## config.mk

```make
export PLATFORM = sky130hd
export DESIGN_NAME = audio_serial_rx
export DESIGN_NICKNAME = d
export VERILOG_FILES = /design/src/rtl/audio_rx_pkg.sv /design/src/rtl/arx_sampler.sv /design/src/rtl/arx_framer.sv /design/src/rtl/arx_assembler.sv /design/src/rtl/audio_serial_rx.sv
export SDC_FILE = /design/constraint.sdc
export NUM_CORES = 1
export LEC_CHECK = 0
export BUFFER_PORTS_ARGS = -buffer_cell sky130_fd_sc_hd__buf_4
export CAP_MARGIN = 40
export CORE_UTILIZATION = 53
export DETAILED_ROUTE_END_ITERATION = 8
export GPL_TIMING_DRIVEN = 0
export PLACE_DENSITY = 0.76
export SYNTH_ARGS = -nofsm -noshare
export SYNTH_HDL_FRONTEND = slang
export SYNTH_SLANG_ARGS = --single-unit
```

## constraint.sdc

```tcl
create_clock -name bclk -period 3.2 [get_ports bclk]
set_clock_uncertainty 0.05 [all_clocks]
set_input_delay 0.16 -clock bclk [delete_from_list [all_inputs] [get_ports bclk]]
set_output_delay 0.16 -clock bclk [all_outputs]
set_load 0.01 [all_outputs]
```

## src/rtl/audio_rx_pkg.sv

```systemverilog
package audio_rx_pkg;

    localparam int POS_W  = 6;
    localparam int RJ_LEN = 16;

    typedef enum logic [1:0] {
        FMT_RJ  = 2'b00,
        FMT_I2S = 2'b01,
        FMT_LJ  = 2'b10,
        FMT_DSP = 2'b11
    } fmt_e;

    typedef struct packed {
        logic lr;
        logic d;
    } samp_t;

    typedef struct packed {
        logic             bound;
        logic             commit;
        logic             commit_left;
        logic             take;
        logic [POS_W-1:0] pos;
        logic             d;
    } ev_t;

    function automatic fmt_e fmt_merge(input logic [1:0] a, input logic [1:0] b);
        return fmt_e'(a | b);
    endfunction

    function automatic logic [POS_W-1:0] wlen_bits(input logic [1:0] code, input fmt_e fmt);
        logic [POS_W-1:0] n;
        if (fmt == FMT_RJ) begin
            n = POS_W'(RJ_LEN);
        end else begin
            case (code)
                2'b00:   n = POS_W'(16);
                2'b01:   n = POS_W'(18);
                2'b10:   n = POS_W'(20);
                default: n = POS_W'(24);
            endcase
        end
        return n;
    endfunction

endpackage

```

## src/rtl/arx_sampler.sv

```systemverilog
module arx_sampler
    import audio_rx_pkg::*;
(
    input  logic  clk,
    input  logic  rst,
    input  fmt_e  fmt,
    input  logic  lr_in,
    input  logic  sd_in,
    output samp_t smp
);

    samp_t fall_q;

    // falling-edge capture used only by the pulse-framed format
    always_ff @(negedge clk) begin
        if (rst) fall_q <= '0;
        else     fall_q <= samp_t'({lr_in, sd_in});
    end

    always_comb begin
        if (fmt == FMT_DSP) smp = fall_q;
        else                smp = samp_t'({lr_in, sd_in});
    end

endmodule

```

## src/rtl/arx_framer.sv

```systemverilog
module arx_framer
    import audio_rx_pkg::*;
(
    input  logic       clk,
    input  logic       rst,
    input  fmt_e       fmt,
    input  logic [1:0] wlen_code,
    input  samp_t      smp,
    output ev_t        ev
);

    logic             primed_q;
    logic             armed_q;
    logic             prev_lr_q;
    logic             cur_left_q;
    logic [POS_W-1:0] idx_q;

    logic             edge_hit;
    logic             next_left;
    logic [POS_W-1:0] idx;
    logic [POS_W-1:0] offset;
    logic [POS_W-1:0] nbits;
    logic             in_half;

    always_comb begin
        if (fmt == FMT_DSP) edge_hit = primed_q && smp.lr && !prev_lr_q;
        else                edge_hit = primed_q && (smp.lr != prev_lr_q);

        case (fmt)
            FMT_I2S: next_left = !smp.lr;
            FMT_DSP: next_left = armed_q ? !cur_left_q : 1'b1;
            default: next_left = smp.lr;
        endcase

        if (edge_hit)          idx = '0;
        else if (idx_q == '1)  idx = idx_q;
        else                   idx = idx_q + 1'b1;

        offset  = (fmt == FMT_I2S || fmt == FMT_DSP) ? POS_W'(1) : POS_W'(0);
        nbits   = wlen_bits(wlen_code, fmt);
        in_half = armed_q || edge_hit;

        ev.bound       = edge_hit;
        ev.commit      = edge_hit && armed_q;
        ev.commit_left = cur_left_q;
        ev.pos         = idx - offset;
        ev.take        = in_half && (idx >= offset) && ((idx - offset) < nbits);
        ev.d           = smp.d;
    end

    always_ff @(posedge clk) begin
        if (rst) begin
            primed_q   <= 1'b0;
            armed_q    <= 1'b0;
            prev_lr_q  <= 1'b0;
            cur_left_q <= 1'b0;
            idx_q      <= '0;
        end else begin
            primed_q  <= 1'b1;
            prev_lr_q <= smp.lr;
            idx_q     <= idx;
            if (edge_hit) begin
                armed_q    <= 1'b1;
                cur_left_q <= next_left;
            end
        end
    end

endmodule

```

## src/rtl/arx_assembler.sv

```systemverilog
module arx_assembler
    import audio_rx_pkg::*;
#(
    parameter int OUT_W = 24,
    parameter int RJ_W  = RJ_LEN
) (
    input  logic             clk,
    input  logic             rst,
    input  fmt_e             fmt,
    input  logic [1:0]       wlen_code,
    input  ev_t              ev,
    output logic [OUT_W-1:0] left_o,
    output logic [OUT_W-1:0] right_o,
    output logic             valid_o
);

    localparam int PAD_W = OUT_W - RJ_W;

    logic [OUT_W-1:0]        acc_q;
    logic [OUT_W-1:0]        acc_n;
    logic [RJ_W-1:0]         sh_q;
    logic signed [OUT_W-1:0] acc_s;
    logic [OUT_W-1:0]        word;
    logic [POS_W-1:0]        nb;
    int                      shamt;

    always_comb begin
        acc_n = ev.bound ? '0 : acc_q;
        for (int b = 0; b < OUT_W; b++) begin
            if (ev.take && ev.pos == POS_W'(OUT_W - 1 - b)) acc_n[b] = ev.d;
        end
    end

    always_comb begin
        nb    = wlen_bits(wlen_code, fmt);
        shamt = OUT_W - int'(nb);
        acc_s = acc_q;
        if (fmt == FMT_RJ) word = {{PAD_W{sh_q[RJ_W-1]}}, sh_q};
        else               word = OUT_W'(acc_s >>> shamt);
    end

    always_ff @(posedge clk) begin
        if (rst) begin
            acc_q   <= '0;
            sh_q    <= '0;
            left_o  <= '0;
            right_o <= '0;
            valid_o <= 1'b0;
        end else begin
            acc_q   <= acc_n;
            sh_q    <= {sh_q[RJ_W-2:0], ev.d};
            valid_o <= 1'b0;
            if (ev.commit) begin
                if (ev.commit_left) begin
                    left_o <= word;
                end else begin
                    right_o <= word;
                    valid_o <= 1'b1;
                end
            end
        end
    end

endmodule

```

## src/rtl/audio_serial_rx.sv

```systemverilog
module audio_serial_rx
    import audio_rx_pkg::*;
#(
    parameter int OUT_W = 24,
    parameter int RJ_W  = RJ_LEN
) (
    input  logic             bclk,
    input  logic             rst,
    input  logic [1:0]       fmt_pins,
    input  logic [1:0]       fmt_reg,
    input  logic [1:0]       wlen_sel,
    input  logic             lrck,
    input  logic             sdata,
    output logic [OUT_W-1:0] left_word,
    output logic [OUT_W-1:0] right_word,
    output logic             pair_valid
);

    fmt_e  fmt;
    samp_t smp;
    ev_t   ev;

    assign fmt = fmt_merge(fmt_pins, fmt_reg);

    arx_sampler u_smp (
        .clk   (bclk),
        .rst   (rst),
        .fmt   (fmt),
        .lr_in (lrck),
        .sd_in (sdata),
        .smp   (smp)
    );

    arx_framer u_frm (
        .clk       (bclk),
        .rst       (rst),
        .fmt       (fmt),
        .wlen_code (wlen_sel),
        .smp       (smp),
        .ev        (ev)
    );

    arx_assembler #(
        .OUT_W (OUT_W),
        .RJ_W  (RJ_W)
    ) u_asm (
        .clk       (bclk),
        .rst       (rst),
        .fmt       (fmt),
        .wlen_code (wlen_sel),
        .ev        (ev),
        .left_o    (left_word),
        .right_o   (right_word),
        .valid_o   (pair_valid)
    );

endmodule

```

==> impl_results.md <==
* Antenna-violating nets left at 0
* Met2 usage at between 50% and 60%
* Vias at 5,201
* WL final at between 15,000 and 20,000 um
* Post-Syn Nets at 599
* IO Count at 59
* Final hold slack at 20.9 ps
* Drt pass-1 iters at 5
* Most common cell in the synthesized netlist: dfxtp_1
* Post-synthesis cell type count at 57
* Adder-cell area share of the yosys netlist at 1.45%
* Antenna Cells at 0
* Post-synthesis mux area share at 15.8%
* Core Util, Final at about three quarters
* Max stage delay on crit path at 620 ps
* FF-to-FF End: u_asm.acc_q[1]
* Port Buffers at 58
* CP Data Required Time at 3460 ps
* Final nets at 704
* Placer Congestion at 0.921
* Layout Cells excl Fill at 822
* Critical path startpoint category: register
* Crit path capture type: register
* #FFs+latches synth at 101
* Routed len/inst at around 21 um
* Placed cell count at 770
* Async SR Flop Fraction at 0%
* Register clock-pin slew on the reported worst setup and hold paths at about 100 ps
* DRT iter0 DRCs at roughly 370
* RSZ-0062 raised after global routing: true
* Clock latency at the later pin of the worst-skew pair at 440 ps
* TritonCTS buffer count at 9
* Multi-input logic area at roughly 3500 um2
* Mapped Cells at 583
* Layout cells sized above 1 at 35.2%
* CTS tree: built
* Final WS setup at -1230 ps
* Reg2Reg Launch Point: u_smp.fall_q[1]
* Failing checks: setup timing
* Worst Hold Class: in -> reg
* # H-tree levels at 3
* Post-synthesis cell area at 5190 um2
* Vias in the first global route at 4,809
* Post-synth EDFFs at 0
* GR Layer Usage met3 at 4.99%
* Post-DP HPWL at 10,700 um
* Area grow syn2layout at 36.2%
* CTS Root Cell: clkbuf_8
* Initial Util at 55.4%
* Leading area contributor after synthesis: dfxtp_1
* Worst reg2reg setup slack at -1230 ps
* Top-area cell type share of the netlist area at 38.9%
* Vias/cell at roughly 6.3
* Largest net degree at the start of global routing at 19
* CP cell instances: nand2b_4 -> mux2i_4 -> and2_4 -> buf_6 -> or2_4 -> ha_4 -> nor4b_1 -> o21ai_4 -> buf_12 -> nor4_4 -> mux2i_1
* Main combinational cell family by area after synthesis: simple AND/OR/NAND/NOR gates
* Slew @ Worst Pin at 810 ps
* Hold Vio Cnt, Final at 0
* Max Cap Violations at 0
* Simple-Gate Fraction of Synth Area at between 10% and 20%
* Min-Delay Endpoint: u_frm.prev_lr_q
* CTS Buffer Depth at 2
* WP data arrival at approximately 4700 ps
* Synthesis Warnings at 0
* Max_slew headroom at between 40% and 50%
* CTS Hold Buffers Added at 0
* Peak supply drop at about 230 uV
* Die area at around 10,000 um2
* Die H at 101 um
* Final setup fails at 75
* Layout fillers at 665
* Initial antenna violation count at 0
* Grt met1 use at 40.2%
* Status: finished, violations left
* Synth Area in Compound Gates at 19.0%
* CTS sink count at 101
* Area contributors post-synth: dfxtp_1 (39%), mux4_2 (8.2%), mux2i_1 (7.5%)
* Crit Path Max Fanout at 7
* Leakage at between 2 and 3 nW
* Ys flop type: dfxtp_1
* FF+latch area at 2020 um2
* Slowest CP cell: nor4b_1
* Pwr dens at 399 nW/um2
* Core area at 9370 um2
* Gr busiest metal: met2
* Top cells by count, synth: dfxtp_1 (101), nand2_1 (82), a21oi_1 (42), mux2i_1 (39), nor2_1 (39)
* Synthesized area per cell at around 8.9 um2
* Drc violations at 0
* Row cnt at 35
* Total GRT Usage at a little under a third
* Reg2reg path depth at 11
* Register area share after synthesis at 38.9%
* Hold_sp: lrck
* DIE WIDTH at 101 um
* First-pass GRT wire length at 24,000 um
* Max-slew violation count at 0
* Min-Delay Path Depth at 3
* XOR/XNOR share of the synthesized area at less than 1%
* Total negative setup slack at -48,500 ps
* Kind of critical path: reg -> reg
* Total gr overflow at 0
==> critical path: cells and delay by family (launching register included) <==
family,cells,cell delay (ps)
and+or+nand+nor,5,1270
DFF,1,330
buffers and inverters,2,310
muxes,2,300
AOI/OAI and AO/OA,1,250
adders and majority gates,1,200
==> worst max-delay path by stage <==
stage / from / end / slack, ps / depth (start not counted)
after CTS: u_smp.fall_q[1] / u_asm.acc_q[1] / -1150 / 15
after detailed placement: u_smp.fall_q[1] / u_asm.acc_q[3] / -1390 / 16
after global placement: u_smp.fall_q[1] / u_asm.acc_q[5] / -1360 / 14
after floorplan: u_smp.fall_q[1] / u_asm.acc_q[23] / -980 / 15
after global routing: u_smp.fall_q[1] / u_asm.acc_q[6] / -1280 / 12
final: u_smp.fall_q[1] / u_asm.acc_q[1] / -1230 / 11
==> state kept, by name, summed over array words and instances, names as in the netlist, 2 cells and up <==
| name | count |
|---|---|
| u_asm.right_o | 24 |
| u_asm.sh_q | 16 |
| u_asm.left_o | 24 |
| u_frm.idx_q | 6 |
| u_asm.acc_q | 24 |
| u_smp.fall_q | 2 |
==> kinds of logic after synthesis <==
| family | Yosys count |
|---|---|
| adder cells (fa/ha/maj) | 6 |
| AO/OA/AOI/OAI | 150 |
| flip-flops | 101 |
| buffers and inverters | 52 |
| AND/OR/NAND/NOR | 212 |
| multiplexers | 58 |
| XOR/XNOR | 4 |
==> layout by cell type, fill, tap and decap left out, types with 19 or more instances in the layout <==
cell / n
mux4_2: 19
o21ai_0: 20
nand2_1: 60
nand2_2: 20
nor2b_1: 20
clkbuf_1: 22
dfxtp_1: 100
a21oi_1: 39
buf_4: 70
nor2_1: 33
mux2i_1: 37
==> metrics by stage <==
step	instance area, um2	setup slack [ps]	total power, mW
global route	7070	-1280	2.90
floorplan	5290	-983	1.68
global placement	5890	-1360	1.79
finish	7070	-1230	2.82
detailed placement	5890	-1390	1.80
CTS	6470	-1150	2.66
==> layer usage <==
| metal | vias up | share of wire [%] |
|---|---|---|
| met5 | - | 0 |
| met4 | 0 | 2.0 |
| met3 | 41 | 7.7 |
| met2 | 280 | 50 |
| met1 | 2522 | 40 |
| li1 | 2358 | - |
==> power by group <==
part | switching, mW | internal [mW] | total (mW)
Sequential | 0.0193 | 1.27 | 1.29
Clock | 0.505 | 0.323 | 0.828
Combinational | 0.417 | 0.284 | 0.701
==> area by class of cell <==
cell class	instances	area share, %
Buffer	38	3.75
Clock buffer	10	1.95
Clock inverter	8	0.867
Inverter	12	0.672
Multi-Input combinational cell	430	49.0
Sequential cell	101	28.6
Tap cell	129	2.28
Timing Repair Buffer	94	12.8
==> what timing repair did <==
action	in CTS	in global routing
setup buffers	14	13
setup endpoints to repair	73	73
gates cloned	3	6
gates resized for setup	63	92
pin swaps	14	18
endpoints found under the hold margin	0	0
(Power assumes the default switching activity.)
